File: src/rtl/pwm_pkg.sv
package pwm_pkg;
  parameter int DC_W   = 16;
  parameter int DIV_W  = 16;
  parameter int RESN_W = 4;
  parameter int DATA_W = 32;

  parameter int A_UNLOCK  = 0;
  parameter int A_CFG     = 1;
  parameter int A_EN      = 2;
  parameter int A_INV     = 3;
  parameter int A_CH_BASE = 4;
  parameter int CH_STRIDE = 4;

  typedef struct packed {
    logic [DC_W-1:0] duty_a;
    logic [DC_W-1:0] duty_b;
    logic [DC_W-1:0] x_cnt;
    logic [DC_W-1:0] y_cnt;
    logic            blink;
    logic            hb;
  } ch_cfg_t;
endpackage

File: src/rtl/pwm_regs.sv
module pwm_regs
  import pwm_pkg::*;
#(
  parameter int NUM_CH = 6,
  parameter int ADDR_W = 5
) (
  input  logic                 clk_i,
  input  logic                 rst_ni,
  input  logic                 wr_en_i,
  input  logic [ADDR_W-1:0]    wr_addr_i,
  input  logic [DATA_W-1:0]    wr_data_i,
  output logic [DIV_W-1:0]     clk_div_o,
  output logic [RESN_W-1:0]    resn_o,
  output logic                 cntr_en_o,
  output logic [NUM_CH-1:0]    en_o,
  output logic [NUM_CH-1:0]    inv_o,
  output ch_cfg_t              ch_cfg_o [NUM_CH]
);
  logic unlock_q;
  logic wr_ok;
  assign wr_ok = wr_en_i && unlock_q;

  always_ff @(posedge clk_i or negedge rst_ni) begin
    if (!rst_ni) begin
      unlock_q  <= 1'b1;
      clk_div_o <= '0;
      resn_o    <= '0;
      cntr_en_o <= 1'b0;
      en_o      <= '0;
      inv_o     <= '0;
    end else if (wr_ok) begin
      if (wr_addr_i == ADDR_W'(A_UNLOCK) && !wr_data_i[0]) unlock_q <= 1'b0;
      if (wr_addr_i == ADDR_W'(A_CFG)) begin
        clk_div_o <= wr_data_i[DIV_W-1:0];
        resn_o    <= wr_data_i[16 +: RESN_W];
        cntr_en_o <= wr_data_i[DATA_W-1];
      end
      if (wr_addr_i == ADDR_W'(A_EN))  en_o  <= wr_data_i[NUM_CH-1:0];
      if (wr_addr_i == ADDR_W'(A_INV)) inv_o <= wr_data_i[NUM_CH-1:0];
    end
  end

  for (genvar i = 0; i < NUM_CH; i++) begin : g_ch_regs
    localparam int Base = A_CH_BASE + i * CH_STRIDE;
    always_ff @(posedge clk_i or negedge rst_ni) begin
      if (!rst_ni) begin
        ch_cfg_o[i] <= '0;
      end else if (wr_ok) begin
        if (wr_addr_i == ADDR_W'(Base)) begin
          ch_cfg_o[i].duty_a <= wr_data_i[DC_W-1:0];
          ch_cfg_o[i].duty_b <= wr_data_i[16 +: DC_W];
        end
        if (wr_addr_i == ADDR_W'(Base + 1)) begin
          ch_cfg_o[i].blink <= wr_data_i[0];
          ch_cfg_o[i].hb    <= wr_data_i[1];
        end
        if (wr_addr_i == ADDR_W'(Base + 2)) begin
          ch_cfg_o[i].x_cnt <= wr_data_i[DC_W-1:0];
          ch_cfg_o[i].y_cnt <= wr_data_i[16 +: DC_W];
        end
      end
    end
  end

  // once cleared, the unlock bit stays cleared
  a_r9_lock_sticky: assert property (@(posedge clk_i) disable iff (!rst_ni)
    !unlock_q |=> !unlock_q);
  // nothing moves while locked
  a_r9_frozen: assert property (@(posedge clk_i) disable iff (!rst_ni)
    !unlock_q |=> ($stable(clk_div_o) && $stable(resn_o) && $stable(cntr_en_o)
                   && $stable(en_o) && $stable(inv_o)));
endmodule

File: src/rtl/pwm_timebase.sv
module pwm_timebase
  import pwm_pkg::*;
(
  input  logic              clk_i,
  input  logic              rst_ni,
  input  logic [DIV_W-1:0]  clk_div_i,
  input  logic [RESN_W-1:0] resn_i,
  input  logic              cntr_en_i,
  output logic [DC_W-1:0]   phase_o,
  output logic              cycle_end_o
);
  logic [DIV_W-1:0] div_q;
  logic [DC_W-1:0]  phase_q;
  logic [RESN_W:0]  shift;
  logic [DC_W-1:0]  mask;
  logic             tick;

  assign shift = {1'b0, resn_i} + 1'b1;
  assign mask  = ~({DC_W{1'b1}} << shift);
  assign tick  = cntr_en_i && (div_q >= clk_div_i);
  assign cycle_end_o = tick && (phase_q >= mask);
  assign phase_o = phase_q;

  always_ff @(posedge clk_i or negedge rst_ni) begin
    if (!rst_ni) begin
      div_q   <= '0;
      phase_q <= '0;
    end else if (!cntr_en_i) begin
      div_q   <= '0;
      phase_q <= '0;
    end else if (tick) begin
      div_q   <= '0;
      phase_q <= (phase_q >= mask) ? '0 : phase_q + 1'b1;
    end else begin
      div_q <= div_q + 1'b1;
    end
  end

  // halted counter sits at zero
  a_r3_halt_zero: assert property (@(posedge clk_i) disable iff (!rst_ni)
    !cntr_en_i |=> (phase_q == '0 && div_q == '0));
  // phase only moves on a divider tick
  a_r3_phase_hold: assert property (@(posedge clk_i) disable iff (!rst_ni)
    (cntr_en_i && !tick) |=> $stable(phase_q));
endmodule

File: src/rtl/pwm_channel.sv
module pwm_channel
  import pwm_pkg::*;
(
  input  logic            clk_i,
  input  logic            rst_ni,
  input  logic            run_i,
  input  logic            inv_i,
  input  ch_cfg_t         cfg_i,
  input  logic [DC_W-1:0] phase_i,
  input  logic            cycle_end_i,
  output logic            pwm_o
);
  logic [DC_W-1:0] act_q, cnt_q, lo, hi, start;
  logic            sel_q, up_q, out_q;
  logic [DC_W:0]   step, sum, floor_v;

  assign lo      = (cfg_i.duty_a < cfg_i.duty_b) ? cfg_i.duty_a : cfg_i.duty_b;
  assign hi      = (cfg_i.duty_a < cfg_i.duty_b) ? cfg_i.duty_b : cfg_i.duty_a;
  assign start   = cfg_i.hb ? lo : cfg_i.duty_a;
  assign step    = {1'b0, cfg_i.y_cnt} + 1'b1;
  assign sum     = {1'b0, act_q} + step;
  assign floor_v = {1'b0, lo} + step;

  always_ff @(posedge clk_i or negedge rst_ni) begin
    if (!rst_ni) begin
      act_q <= '0;
      cnt_q <= '0;
      sel_q <= 1'b0;
      up_q  <= 1'b1;
    end else if (!run_i) begin
      act_q <= start;
      cnt_q <= '0;
      sel_q <= 1'b0;
      up_q  <= 1'b1;
    end else if (cycle_end_i) begin
      if (cfg_i.hb) begin
        if (cnt_q == cfg_i.x_cnt) begin
          cnt_q <= '0;
          if (up_q) begin
            if (sum >= {1'b0, hi}) begin
              act_q <= hi;
              up_q  <= 1'b0;
            end else begin
              act_q <= sum[DC_W-1:0];
            end
          end else if ({1'b0, act_q} <= floor_v) begin
            act_q <= lo;
            up_q  <= 1'b1;
          end else begin
            act_q <= act_q - step[DC_W-1:0];
          end
        end else begin
          cnt_q <= cnt_q + 1'b1;
        end
      end else if (cfg_i.blink) begin
        if (cnt_q == (sel_q ? cfg_i.y_cnt : cfg_i.x_cnt)) begin
          cnt_q <= '0;
          sel_q <= ~sel_q;
          act_q <= sel_q ? cfg_i.duty_a : cfg_i.duty_b;
        end else begin
          cnt_q <= cnt_q + 1'b1;
          act_q <= sel_q ? cfg_i.duty_b : cfg_i.duty_a;
        end
      end else begin
        act_q <= cfg_i.duty_a;
      end
    end
  end

  always_ff @(posedge clk_i or negedge rst_ni) begin
    if (!rst_ni) out_q <= 1'b0;
    else         out_q <= (run_i && (phase_i < act_q)) ^ inv_i;
  end
  assign pwm_o = out_q;

  // idle channel drives its inactive level
  a_r5_idle_level: assert property (@(posedge clk_i) disable iff (!rst_ni)
    !run_i |=> (out_q == $past(inv_i)));
  // duty only changes at a period boundary while running
  a_r4_duty_held: assert property (@(posedge clk_i) disable iff (!rst_ni)
    (run_i && !cycle_end_i) |=> $stable(act_q));
  // heartbeat duty stays between the limits
  a_r8_hb_range: assert property (@(posedge clk_i) disable iff (!rst_ni)
    (run_i && cfg_i.hb && act_q >= lo && act_q <= hi)
      |=> (act_q >= $past(lo) && act_q <= $past(hi)));
endmodule

File: src/rtl/pwm_bank.sv
module pwm_bank
  import pwm_pkg::*;
#(
  parameter int NUM_CH = 6,
  parameter int ADDR_W = 5
) (
  input  logic              clk_i,
  input  logic              rst_ni,
  input  logic              wr_en_i,
  input  logic [ADDR_W-1:0] wr_addr_i,
  input  logic [DATA_W-1:0] wr_data_i,
  output logic [NUM_CH-1:0] pwm_o
);
  logic [DIV_W-1:0]  clk_div;
  logic [RESN_W-1:0] resn;
  logic              cntr_en;
  logic [NUM_CH-1:0] en, inv;
  ch_cfg_t           ch_cfg [NUM_CH];
  logic [DC_W-1:0]   phase;
  logic              cycle_end;

  pwm_regs #(.NUM_CH(NUM_CH), .ADDR_W(ADDR_W)) u_regs (
    .clk_i, .rst_ni, .wr_en_i, .wr_addr_i, .wr_data_i,
    .clk_div_o(clk_div), .resn_o(resn), .cntr_en_o(cntr_en),
    .en_o(en), .inv_o(inv), .ch_cfg_o(ch_cfg)
  );

  pwm_timebase u_tb (
    .clk_i, .rst_ni, .clk_div_i(clk_div), .resn_i(resn), .cntr_en_i(cntr_en),
    .phase_o(phase), .cycle_end_o(cycle_end)
  );

  for (genvar i = 0; i < NUM_CH; i++) begin : g_ch
    pwm_channel u_ch (
      .clk_i, .rst_ni,
      .run_i(en[i] && cntr_en), .inv_i(inv[i]), .cfg_i(ch_cfg[i]),
      .phase_i(phase), .cycle_end_i(cycle_end), .pwm_o(pwm_o[i])
    );
  end
endmodule

File: config.mk
export PLATFORM = sky130hd
export DESIGN_NAME = pwm_bank
export DESIGN_NICKNAME = d
export VERILOG_FILES = /design/src/rtl/pwm_pkg.sv /design/src/rtl/pwm_regs.sv /design/src/rtl/pwm_timebase.sv /design/src/rtl/pwm_channel.sv /design/src/rtl/pwm_bank.sv
export SDC_FILE = /design/constraint.sdc
export NUM_CORES = 2
export LEC_CHECK = 0
export BUFFER_PORTS_ARGS = -buffer_cell sky130_fd_sc_hd__buf_4
export CAP_MARGIN = 20
export CORE_MARGIN = 2
export CORE_UTILIZATION = 33
export DETAILED_ROUTE_END_ITERATION = 7
export PLACE_DENSITY = 0.58
export SYNTH_ARGS = -nofsm -noshare
export SYNTH_HDL_FRONTEND = slang
export SYNTH_SLANG_ARGS = --single-unit
File: constraint.sdc
create_clock -name clk_i -period 15.58 [get_ports clk_i]
set_input_delay 2.337 -clock clk_i [delete_from_list [all_inputs] [get_ports clk_i]]
set_output_delay 2.337 -clock clk_i [all_outputs]
set_load 0.05 [all_outputs]
==> flow_metrics.tcl <==
set metrics [dict create \
    synth.area.mux_share_pct 12.21 \
    place_area_sq_um 63570 \
    power.density_nw_per_um2 58.15 \
    postSynthCellCount 6887 \
    status "completed" \
    multiInputGateArea_sq_um 41000 \
    irDropWorstVdd_v 0.00006848 \
    hpwl_um 148800 \
    crit_path_max_incr_delay_ns 0.85 \
    layout_setup_ws_ns 7.561 \
    htree_levels 3 \
    fmax_mhz 124.7 \
    synthTopCellsByArea "dfrtp_1 27%, ha_1 14%, mux2_2 8.7%" \
    clockPowerShare_pct 51.7 \
    synth-edff-count 0 \
    required_ns 16.14 \
    p_int_uw 2948 \
    grt_first_pass_wirelength_um 313400 \
    period_needed_ns 8.019 \
    slew_headroom_pct 26.81 \
    final_cell_mix "703 x ha_1, 665 x dfrtp_1, 558 x o21ai_0" \
    synth_top_area_cell "dfrtp_1" \
    routed_via_density 5.603 \
    r2r-end "g_ch[1].u_ch.act_q[13]$_DFFE_PN0P_" \
    rsz0062_at_grt "no" \
    pin_count 46 \
    combPwrFrac_pct 3.1 \
    clock-root-buffer "clkbuf_16" \
    cts_tree "built" \
    setup_viol 0 \
    start_util_pct 33.23 \
    worstReg2RegStart "u_regs.ch_cfg_o[302]$_DFFE_PN0P_" \
    routedWlPerCell_um 22.26 \
    n_fill_cell 18646 \
    slowest_stage "and3_2" \
    wirelength_um 207100 \
    synth_flop_cell "dfrtp_1" \
    seq_area_frac_synth_pct 27.63 \
    path_clk_slew_ns 0.07 \
    synth_xor_area_share_pct 7.462 \
    start_kind "flip-flop" \
    place_congestion 0.9331 \
    dr.pass1.iters 6 \
    place_ws_ns 7.690 \
    ant_nets 0 \
    cts_resized 0 \
    area_growth_syn_to_layout_pct 9.015 \
    die_x_um 433.6 \
    synth_top_area_share_pct 27.33 \
    seq_area_sq_um 16820 \
    track_usage_pct 21.67 \
    reg2regPathDepth 28 \
    synth_compound_area_share_pct 18.32 \
    port_buffers 45 \
    seqPwrFrac_pct 45.2 \
    clock_path_buffers 3 \
    arrival_ns 8.57 \
    stdcell_area_sq_um 66390 \
    finClkSkew_ns 0.03119 \
    worstPathMaxFanout 48 \
    vias 52135 \
    worstHoldPathCells 1 \
    clock_latency_ns 0.68 \
    fin_crit_sh_pct 51.47 \
    drive_gt1_share_pct 11.80 \
    finalPower_uw 3860 \
    fin_tns_setup_ns 0 \
    power.switching_uw 912.5 \
    cts_made_buffers 77 \
    switching_share_pct 23.64 \
    hold_viol 0 \
    path_common_cell "o21ai_0" \
    async_flop_share_pct 100.0 \
    syn_area_sq_um 60900 \
    core_sq_um 183300 \
    power_leakage_uw 0.03054 \
    worstSetupPathType "flip-flop to flip-flop" \
    synth_cell_types 103 \
    yosysWarnings 0 \
    die-area_sq_um 188000 \
    synthSimpleGateAreaFrac_pct 14.08 \
    postCtsHoldBufs 0 \
    avgSynthCellArea_sq_um 8.843 \
    drtIter0Drc 5083 \
    layout.nets 7521 \
    synth_fa_ha_area_share_pct 15.04 \
    grt_antenna_before_repair 28 \
    crit_path_end_kind "flip-flop" \
    synth_top_family_by_area "compound AO/OA/AOI/OAI gates" \
    rrSetupSlack_ns 7.56 \
    syn_nets 7648 \
    hold_end "g_ch[5].u_ch.pwm_o$_DFF_PN0_" \
    grt_max_degree 175 \
    first_global_vias 49825 \
    die-height_um 433.6 \
    min_from "u_regs.inv_o[5]$_DFFE_PN0P_" \
    worst_pin_slew_ns 1.094 \
    mostFrequentLayoutCell "ha_1" \
    cts_setup_buffers 0 \
    drc_errors 0 \
    hold_path_class "flip-flop to flip-flop" \
    ys_ff_latch 672 \
    slew_violations 0 \
    num_rows 157 \
    cts.sinks 672 \
    grt_overflow 0 \
    cap_violations 0 \
]
## Yosys cell counts (18+ instances only)
library cell / count
clkbuf_1: 234
nand2_1: 474
nor2b_1: 80
o22ai_1: 19
a31oi_1: 48
nor4_1: 40
xor2_1: 181
or2_2: 31
nor2_1: 413
and2_1: 23
buf_2: 38
a22oi_1: 19
a221oi_1: 43
xnor2_1: 336
nand2b_1: 85
mux2_2: 469
and4_1: 23
o21ai_0: 558
o211ai_1: 77
nand4_1: 105
inv_1: 496
a21oi_1: 347
a211oi_1: 50
nor3_1: 104
o221ai_1: 19
ha_1: 703
buf_1: 20
or3_1: 42
mux2i_1: 214
dfrtp_1: 665
a221o_1: 28
o21bai_1: 40
a21o_1: 127
o31ai_1: 60
nand3_1: 152
a211o_1: 29
fa_1: 18
o21a_1: 60
and3_1: 133
## critical path: cells and delay by family, from the launching register on
kind	cells	cell delay [ns]
flip-flops	1	0.39
XOR/XNOR	1	0.10
AND/OR/NAND/NOR	4	1.75
buffers and inverters	1	0.07
AO/OA/AOI/OAI	19	4.58
adder cells (fa/ha/maj)	3	1.00
## worst max-delay path by stage
stage / start / endpoint / slack (ns) / cells after the start
after floorplan: u_regs.ch_cfg_o[102]$_DFFE_PN0P_ / g_ch[4].u_ch.act_q[10]$_DFFE_PN0P_ / 8.63 / 34
after global placement: u_regs.ch_cfg_o[102]$_DFFE_PN0P_ / g_ch[4].u_ch.act_q[4]$_DFFE_PN0P_ / 7.78 / 32
after detailed placement: u_regs.ch_cfg_o[311]$_DFFE_PN0P_ / g_ch[1].u_ch.act_q[13]$_DFFE_PN0P_ / 7.69 / 28
after CTS: u_regs.ch_cfg_o[302]$_DFFE_PN0P_ / g_ch[1].u_ch.act_q[13]$_DFFE_PN0P_ / 7.62 / 28
after global routing: u_regs.ch_cfg_o[302]$_DFFE_PN0P_ / g_ch[1].u_ch.act_q[13]$_DFFE_PN0P_ / 6.81 / 28
final: u_regs.ch_cfg_o[302]$_DFFE_PN0P_ / g_ch[1].u_ch.act_q[13]$_DFFE_PN0P_ / 7.56 / 28
## routing by layer
metal / part of all wire, % / wire length [um] / up-vias / GRT usage, %
li1: - / - / 24600 / -
met1: 43 / 89550 / 25525 / 28.81
met2: 47 / 96450 / 1691 / 35.77
met3: 6.2 / 12910 / 319 / 2.315
met4: 4.0 / 8199 / 0 / 8.814
met5: 0 / 0 / - / 0
## metrics by stage
stage | utilization [%] | hold WS [ns] | instances
after floorplan | - | 0.4362 | 6887
after global placement | 34.68 | 0.4578 | 9142
after detailed placement | 34.68 | 0.4566 | 9142
after CTS | 36.17 | 0.4643 | 9285
after global routing | 36.21 | 0.4878 | 9293
final | 36.22 | 0.4750 | 9305
## cell type report
| class | instances | area share [%] |
|---|---|---|
| repair buffers | 105 | 1.257 |
| flip-flops and latches | 672 | 25.34 |
| clock inverters | 28 | 0.6408 |
| diodes | 17 | 0.06408 |
| multi-input cells | 5404 | 61.75 |
| inverters | 500 | 2.827 |
| well taps | 2464 | 4.644 |
| clock buffers | 115 | 3.472 |
## kinds of logic after synthesis
group,after synthesis
XOR/XNOR,518
flip-flops,672
adder cells (fa/ha/maj),721
buffers and inverters,811
AND/OR/NAND/NOR,1755
multiplexers,684
AO/OA/AOI/OAI,1726
## sequential cells by signal, indices dropped and copies added (netlist names), 4 cells and up
name,flops
u_regs.ch_cfg_o,396
u_tb.div_q,16
u_regs.en_o,6
g_ch.u_ch.pwm_o,6
u_regs.inv_o,6
g_ch.u_ch.act_q,96
u_tb.phase_o,16
g_ch.u_ch.cnt_q,96
u_regs.clk_div_o,16
u_regs.resn_o,4
g_ch.u_ch.sel_q,6
g_ch.u_ch.up_q,6
## power by group through the flow
stage | sequential, uW | combinational, uW | clock (uW)
2_1_floorplan | 1780 | 11.1 | 0
3_3_place_gp | 1780 | 119 | 0
3_5_place_dp | 1780 | 119 | 0
4_1_cts | 1750 | 119 | 2030
5_1_grt | 1740 | 122 | 2090
6_report | 1750 | 118 | 2000
(Power assumes the default switching activity.)
